==> src/rtl/rtc_cal_pkg.sv <==
package rtc_cal_pkg;
  localparam int NUM_FIELDS = 6;
  localparam int FLD_SEC  = 0;
  localparam int FLD_MIN  = 1;
  localparam int FLD_HOUR = 2;
  localparam int FLD_DAY  = 3;
  localparam int FLD_MON  = 4;
  localparam int FLD_YEAR = 5;

  localparam int TIME_BASE  = 'h00;
  localparam int ALARM_BASE = 'h20;
  localparam int CTRL_ADDR  = 'h40;
  localparam int STAT_ADDR  = 'h44;
  localparam int IEN_ADDR   = 'h48;

  typedef logic [7:0] bcd_t;
  typedef logic [NUM_FIELDS-1:0][7:0] fields_t;

  function automatic bcd_t bcd_inc(input bcd_t v);
    if (v[3:0] == 4'd9) return {v[7:4] + 4'd1, 4'd0};
    return {v[7:4], v[3:0] + 4'd1};
  endfunction

  function automatic logic [7:0] bcd_to_bin(input bcd_t v);
    return {4'd0, v[7:4]} * 8'd10 + {4'd0, v[3:0]};
  endfunction

  function automatic bcd_t last_day(input bcd_t mon, input bcd_t yr);
    case (mon)
      8'h02:                      return ((bcd_to_bin(yr) % 8'd4) == 8'd0) ? 8'h29 : 8'h28;
      8'h04, 8'h06, 8'h09, 8'h11: return 8'h30;
      default:                    return 8'h31;
    endcase
  endfunction

  function automatic bcd_t field_reset(input int f);
    return (f == FLD_DAY || f == FLD_MON) ? 8'h01 : 8'h00;
  endfunction
endpackage

==> src/rtl/rtc_prescaler.sv <==
module rtc_prescaler #(
  parameter int TICKS_PER_SEC = 32768
) (
  input  logic clk_i,
  input  logic rst_ni,
  input  logic run_i,
  input  logic tick_i,
  output logic busy_o,
  output logic sec_stb_o
);
  localparam int CNT_W = (TICKS_PER_SEC > 2) ? $clog2(TICKS_PER_SEC) : 1;
  localparam logic [CNT_W-1:0] CNT_MAX = CNT_W'(TICKS_PER_SEC - 1);

  logic [CNT_W-1:0] cnt_q;
  logic             last;

  assign last      = (cnt_q == CNT_MAX);
  assign busy_o    = run_i & last;
  assign sec_stb_o = run_i & tick_i & last;

  always_ff @(posedge clk_i or negedge rst_ni) begin
    if (!rst_ni)              cnt_q <= '0;
    else if (run_i && tick_i) cnt_q <= last ? '0 : cnt_q + 1'b1;
  end
endmodule

==> src/rtl/rtc_calendar.sv <==
module rtc_calendar
  import rtc_cal_pkg::*;
(
  input  logic                  clk_i,
  input  logic                  rst_ni,
  input  logic                  sec_stb_i,
  input  logic [NUM_FIELDS-1:0] we_i,
  input  logic [7:0]            wdata_i,
  output fields_t               time_o,
  output logic [2:0]            evt_o      // {day, hour, min} carries
);
  fields_t nxt;
  logic sec_wrap, min_wrap, hour_wrap, day_wrap, mon_wrap;

  always_comb begin
    sec_wrap  = time_o[FLD_SEC] == 8'h59;
    min_wrap  = sec_wrap & (time_o[FLD_MIN] == 8'h59);
    hour_wrap = min_wrap & (time_o[FLD_HOUR] == 8'h23);
    day_wrap  = hour_wrap & (time_o[FLD_DAY] >= last_day(time_o[FLD_MON], time_o[FLD_YEAR]));
    mon_wrap  = day_wrap & (time_o[FLD_MON] >= 8'h12);

    nxt[FLD_SEC]  = sec_wrap ? 8'h00 : bcd_inc(time_o[FLD_SEC]);
    nxt[FLD_MIN]  = !sec_wrap  ? time_o[FLD_MIN]  : (min_wrap  ? 8'h00 : bcd_inc(time_o[FLD_MIN]));
    nxt[FLD_HOUR] = !min_wrap  ? time_o[FLD_HOUR] : (hour_wrap ? 8'h00 : bcd_inc(time_o[FLD_HOUR]));
    nxt[FLD_DAY]  = !hour_wrap ? time_o[FLD_DAY]  : (day_wrap  ? 8'h01 : bcd_inc(time_o[FLD_DAY]));
    nxt[FLD_MON]  = !day_wrap  ? time_o[FLD_MON]  : (mon_wrap  ? 8'h01 : bcd_inc(time_o[FLD_MON]));
    nxt[FLD_YEAR] = !mon_wrap  ? time_o[FLD_YEAR] :
                    ((time_o[FLD_YEAR] == 8'h99) ? 8'h00 : bcd_inc(time_o[FLD_YEAR]));
  end

  assign evt_o = {hour_wrap, min_wrap, sec_wrap};

  for (genvar f = 0; f < NUM_FIELDS; f++) begin : g_fld
    bcd_t fld_q;
    always_ff @(posedge clk_i or negedge rst_ni) begin
      if (!rst_ni)        fld_q <= field_reset(f);
      else if (we_i[f])   fld_q <= wdata_i;      // software wins over the update
      else if (sec_stb_i) fld_q <= nxt[f];
    end
    assign time_o[f] = fld_q;
  end
endmodule

==> src/rtl/rtc_alarm_match.sv <==
module rtc_alarm_match
  import rtc_cal_pkg::*;
(
  input  fields_t time_i,
  input  fields_t alarm_i,
  output logic    match_o
);
  logic [NUM_FIELDS-1:0] eq;
  for (genvar f = 0; f < NUM_FIELDS; f++) begin : g_eq
    assign eq[f] = time_i[f] == alarm_i[f];
  end
  assign match_o = &eq;
endmodule

==> src/rtl/rtc_bcd_cal.sv <==
module rtc_bcd_cal
  import rtc_cal_pkg::*;
#(
  parameter int TICKS_PER_SEC = 32768,
  parameter int ADDR_W        = 8
) (
  input  logic              clk_i,
  input  logic              rst_ni,
  input  logic              tick_i,
  input  logic [ADDR_W-1:0] addr_i,
  input  logic              wr_i,
  input  logic [7:0]        wdata_i,
  output logic [7:0]        rdata_o,
  output logic              irq_timer_o,
  output logic              irq_alarm_o
);
  logic                  run_q, busy, sec_stb, upd_q, match;
  logic [1:0]            ien_q;     // [0] periodic, [1] alarm
  logic [6:2]            stat_q;
  logic [6:2]            stat_set;
  logic [2:0]            evt;
  fields_t               time_q, alarm_q;
  logic [NUM_FIELDS-1:0] time_we, alarm_we;
  logic                  ctrl_we, stat_we, ien_we;

  function automatic logic hit(input logic [ADDR_W-1:0] a, input int off);
    return a == ADDR_W'(off);
  endfunction

  for (genvar f = 0; f < NUM_FIELDS; f++) begin : g_regs
    bcd_t alm_q;
    assign time_we[f]  = wr_i & hit(addr_i, TIME_BASE + 4 * f);
    assign alarm_we[f] = wr_i & hit(addr_i, ALARM_BASE + 4 * f);
    always_ff @(posedge clk_i or negedge rst_ni) begin
      if (!rst_ni)         alm_q <= field_reset(f);
      else if (alarm_we[f]) alm_q <= wdata_i;
    end
    assign alarm_q[f] = alm_q;
  end

  assign ctrl_we = wr_i & hit(addr_i, CTRL_ADDR);
  assign stat_we = wr_i & hit(addr_i, STAT_ADDR);
  assign ien_we  = wr_i & hit(addr_i, IEN_ADDR);

  rtc_prescaler #(.TICKS_PER_SEC(TICKS_PER_SEC)) i_prescaler (
    .clk_i     (clk_i),
    .rst_ni    (rst_ni),
    .run_i     (run_q),
    .tick_i    (tick_i),
    .busy_o    (busy),
    .sec_stb_o (sec_stb)
  );

  rtc_calendar i_calendar (
    .clk_i     (clk_i),
    .rst_ni    (rst_ni),
    .sec_stb_i (sec_stb),
    .we_i      (time_we),
    .wdata_i   (wdata_i),
    .time_o    (time_q),
    .evt_o     (evt)
  );

  rtc_alarm_match i_alarm (
    .time_i  (time_q),
    .alarm_i (alarm_q),
    .match_o (match)
  );

  assign stat_set = {upd_q & match, sec_stb & evt[2], sec_stb & evt[1], sec_stb & evt[0], sec_stb};

  always_ff @(posedge clk_i or negedge rst_ni) begin
    if (!rst_ni) begin
      run_q  <= 1'b0;
      ien_q  <= '0;
      upd_q  <= 1'b0;
      stat_q <= '0;
    end else begin
      if (ctrl_we) run_q <= wdata_i[0];
      if (ien_we)  ien_q <= wdata_i[3:2];
      upd_q  <= sec_stb;
      // set beats a same-cycle clear
      stat_q <= stat_set | (stat_q & ~(stat_we ? wdata_i[6:2] : 5'b0));
    end
  end

  always_comb begin
    rdata_o = 8'h00;
    for (int f = 0; f < NUM_FIELDS; f++) begin
      if (hit(addr_i, TIME_BASE + 4 * f))  rdata_o = time_q[f];
      if (hit(addr_i, ALARM_BASE + 4 * f)) rdata_o = alarm_q[f];
    end
    if (hit(addr_i, CTRL_ADDR)) rdata_o = {7'd0, run_q};
    if (hit(addr_i, STAT_ADDR)) rdata_o = {1'b0, stat_q, run_q, busy};
    if (hit(addr_i, IEN_ADDR))  rdata_o = {4'd0, ien_q, 2'd0};
  end

  assign irq_timer_o = upd_q & ien_q[0];
  assign irq_alarm_o = stat_q[6] & ien_q[1];
endmodule

==> config.mk <==
export PLATFORM = sky130hd
export DESIGN_NAME = rtc_bcd_cal
export DESIGN_NICKNAME = d
export VERILOG_FILES = /design/src/rtl/rtc_cal_pkg.sv /design/src/rtl/rtc_prescaler.sv /design/src/rtl/rtc_calendar.sv /design/src/rtl/rtc_alarm_match.sv /design/src/rtl/rtc_bcd_cal.sv
export SDC_FILE = /design/constraint.sdc
export NUM_CORES = 1
export LEC_CHECK = 0
export ABC_CLOCK_PERIOD_IN_PS = 4750
export BUFFER_PORTS_ARGS = -buffer_cell sky130_fd_sc_hd__buf_2
export CORE_UTILIZATION = 55
export DETAILED_ROUTE_END_ITERATION = 16
export PLACE_DENSITY = 0.72
export SLEW_MARGIN = 30
export SYNTH_ARGS = -nofsm -noshare
export SYNTH_HDL_FRONTEND = slang
export SYNTH_SLANG_ARGS = --single-unit
==> constraint.sdc <==
create_clock -name clk_i -period 4.75 [get_ports clk_i]
set_clock_uncertainty 0.15 [all_clocks]
set_input_delay 0.2375 -clock clk_i [delete_from_list [all_inputs] [get_ports clk_i]]
set_output_delay 0.2375 -clock clk_i [all_outputs]
set_load 0.02 [all_outputs]
==> flow_metrics.env <==
export IMPL_status="completed"
export IMPL_rrSetupSlack_ps=1330
export IMPL_synth_seq_cells=120
export IMPL_synth_enable_flop_cells=0
export IMPL_multi_input_area_um2=4703
export IMPL_ys_warn_count=0
export IMPL_worstSetupPathType="reg2reg"
export IMPL_grt_total_usage_pct=35.14
export IMPL_syn_nets=979
export IMPL_p_seq_share_pct=41.1
export IMPL_seq_area_um2=3008
export IMPL_hold_class="in2reg"
export IMPL_max_freq_mhz=292.3
export IMPL_via_per_inst=6.445
export IMPL_r2r_start="i_calendar.g_fld[4].fld_q[0]$_DFFE_PN1P_"
export IMPL_drive_gt1_share_pct=14.17
export IMPL_switchingPower_uw=769.0
export IMPL_avgSynthCellArea_um2=8.556
export IMPL_final_core_util_pct=63.14
export IMPL_cts_tree="built"
export IMPL_critPathCaptureType="flip-flop"
export IMPL_insertion_delay_ps=430
export IMPL_drv_slew=0
export IMPL_holdPathEnd="i_prescaler.cnt_q[1]$_DFFE_PN0P_"
export IMPL_netlist_area_um2=7983
export IMPL_required_ps=4950
export IMPL_r2r_end="i_calendar.g_fld[3].fld_q[2]$_DFFE_PN0P_"
export IMPL_grt_max_degree=67
export IMPL_power_frac_clock_pct=48.5
export IMPL_place_gp_congestion=0.9759
export IMPL_rows=43
export IMPL_area_delta_synth_final_pct=11.07
export IMPL_cp_start_kind="flip-flop"
export IMPL_setup_violations_final=0
export IMPL_diodes=0
export IMPL_powerDensity_nw_per_um2=317.3
export IMPL_finalSetupTns_ps=0
export IMPL_fillCellCount=1198
export IMPL_grt_ovfl_total=0
export IMPL_crit_chain="nor3b_1 > a32oi_1 > nor3_1 > nor2_1 > ha_1 > nor4b_1 > o221a_2 > and2_1 > nand3b_1 > or3b_2 > nand3_1"
export IMPL_async_reset_ff_share_pct=100.0
export IMPL_dieArea_um2=15000
export IMPL_pwr_share_comb_pct=10.4
export IMPL_slew_headroom_pct=36.60
export IMPL_path_delay_family="simple AND/OR/NAND/NOR gates"
export IMPL_dp_hpwl_um=17670
export IMPL_cts_resized=0
export IMPL_drtAntennaViolNets=0
export IMPL_layout_common_cells="dfrtp_1, nand2_1, nor2_1"
export IMPL_antenna_found_initial=0
export IMPL_grt_pass1_vias=6988
export IMPL_reg2reg_depth=11
export IMPL_final_common_cell="dfrtp_1"
export IMPL_core_area_um2=14040
export IMPL_worst_pin_slew_ps=943.7
export IMPL_wl_per_cell_um=21.83
export IMPL_clock_path_buffers=2
export IMPL_drt_iter0_markers=955
export IMPL_cp_num_buf_inv=0
export IMPL_intPower_uw=2044
export IMPL_num_vias=7347
export IMPL_hold_viol_final=0
export IMPL_die_w_um=122.5
export IMPL_cp_slowest_stage_delay_ps=640
export IMPL_ys_seq_area_share_pct=37.68
export IMPL_switching_share_pct=27.34
export IMPL_cts_buffers=17
export IMPL_drc=0
export IMPL_min_period_ps=3421
export IMPL_fp_dieH_um=122.5
export IMPL_hold_start="tick_i"
export IMPL_hold_path_cell_count=4
export IMPL_maxCapViolCount=0
export IMPL_clk_pin_slew_ps=60
export IMPL_root_buffer="clkbuf_16"
export IMPL_start_util_pct=56.85
export IMPL_cp_max_fo=11
export IMPL_first_pass_iters=6
export IMPL_port_buffers=29
export IMPL_grt_pass1_wl_um=39050
export IMPL_min_period_over_period_pct=72.03
export IMPL_clkSinkCount=120
export IMPL_nets=993
export IMPL_ir_drop_uv=310.7
export IMPL_crit_slowest_cell="dfstp_2"
export IMPL_ys_types=67
export IMPL_timing_critical_path_arrival_ps=3620
export IMPL_num_io_pins=30
export IMPL_routed_wl_um=24880
export IMPL_leakagePower_uw=0.003845
export IMPL_synthCells=933
export IMPL_rsz0062_at_grt="false"
export IMPL_htreeDepth=4
export IMPL_ys_flop_type="dfrtp_1"
==> per-layer routing <==
metal / up-vias / share of wire (%) / global-route usage, % / wire length [um]
li1: 3378 / - / - / -
met4: 0 / 4.5 / 16.69 / 1115
met3: 91 / 9.1 / 7.714 / 2259
met1: 3499 / 41 / 46.62 / 10260
met2: 379 / 45 / 54.39 / 11250
met5: - / 0 / 0 / 0
==> how the worst max path moves through the flow <==
stage	from	to	slack, ps	cells past startpoint
3_3_place_gp	i_calendar.g_fld[4].fld_q[0]$_DFFE_PN1P_	i_calendar.g_fld[5].fld_q[7]$_DFFE_PN0P_	1390	11
2_1_floorplan	i_calendar.g_fld[4].fld_q[1]$_DFFE_PN0P_	i_calendar.g_fld[3].fld_q[2]$_DFFE_PN0P_	1720	12
4_1_cts	i_calendar.g_fld[4].fld_q[0]$_DFFE_PN1P_	i_calendar.g_fld[3].fld_q[2]$_DFFE_PN0P_	1330	11
5_1_grt	i_calendar.g_fld[4].fld_q[0]$_DFFE_PN1P_	i_calendar.g_fld[5].fld_q[7]$_DFFE_PN0P_	1070	11
3_5_place_dp	i_calendar.g_fld[4].fld_q[0]$_DFFE_PN1P_	i_calendar.g_fld[5].fld_q[7]$_DFFE_PN0P_	1330	11
6_report	i_calendar.g_fld[4].fld_q[0]$_DFFE_PN1P_	i_calendar.g_fld[3].fld_q[2]$_DFFE_PN0P_	1330	11
==> area by class of cell <==
cell class | instances | area share, %
Sequential cell | 120 | 33.93
Tap cell | 180 | 2.540
Clock buffer | 20 | 5.151
Timing Repair Buffer | 36 | 2.286
Multi-Input combinational cell | 744 | 53.05
Clock inverter | 12 | 1.863
Inverter | 28 | 1.185
==> repair_timing <==
item,CTS,global route
hold buffers,1,0
setup buffers,0,0
endpoints found under the setup margin,0,0
endpoints found under the hold margin,51,0
==> synthesized netlist by cell type, types with 23 or more instances <==
library cell / instances / area (um2)
ha_1: 26 / 325.3
nand2_1: 106 / 397.9
nand3_1: 32 / 160.2
nor3_1: 23 / 115.1
clkbuf_1: 35 / 131.4
xor2_1: 23 / 201.4
nor2_1: 95 / 356.6
inv_1: 27 / 101.4
xnor2_1: 37 / 324.1
dfrtp_1: 116 / 2903
a21oi_1: 67 / 335.3
o21ai_0: 80 / 400.4
mux2_2: 49 / 551.8
==> state kept, by name, summed over array words and instances, names as in the netlist <==
signal and cells:
g_regs.alm_q 48, i_calendar.g_fld.fld_q 48, i_prescaler.cnt_q 15, stat_q 5, ien_q 2, run_q 1, upd_q 1
==> power by group through the flow <==
stage | Combinational [uW] | Sequential (uW) | Clock, uW
after detailed placement | 285 | 1170 | 0
after global routing | 319 | 1160 | 1420
after global placement | 282 | 1170 | 0
after floorplan | 196 | 1140 | 0
final | 293 | 1150 | 1360
after CTS | 287 | 1150 | 1370
==> through the flow <==
step	total power [uW]	instance area, um2	setup WS (ps)	std cells	hold WS (ps)
floorplan	1332	7983	1716	933	-208.1
global placement	1451	8234	1389	1107	199.0
detailed placement	1455	8234	1333	1107	199.2
CTS	2814	8866	1330	1140	8.974
global route	2904	8866	1075	1140	26.90
finish	2813	8866	1329	1140	13.76
==> worst register-to-register path: stages (launching register included) <==
cell and delay [ps]:
dfstp_2 640, nor3b_1 430, a32oi_1 90, nor3_1 160
nor2_1 80, ha_1 270, nor4b_1 290, o221a_2 340
and2_1 190, nand3b_1 120, or3b_2 490, nand3_1 120
==> logic make-up (layout without fill, tap and decap cells) <==
logic type	Yosys count	count (layout)	synth area share, %
AO/OA/AOI/OAI	228	228	16.99
XOR/XNOR	60	60	6.583
adder cells (fa/ha/maj)	26	26	4.075
AND/OR/NAND/NOR	372	372	23.23
flip-flops	120	120	37.68
buffers and inverters	69	96	3.401
multiplexers	58	58	8.041
No activity file was read; power rests on OpenSTA's default activity.
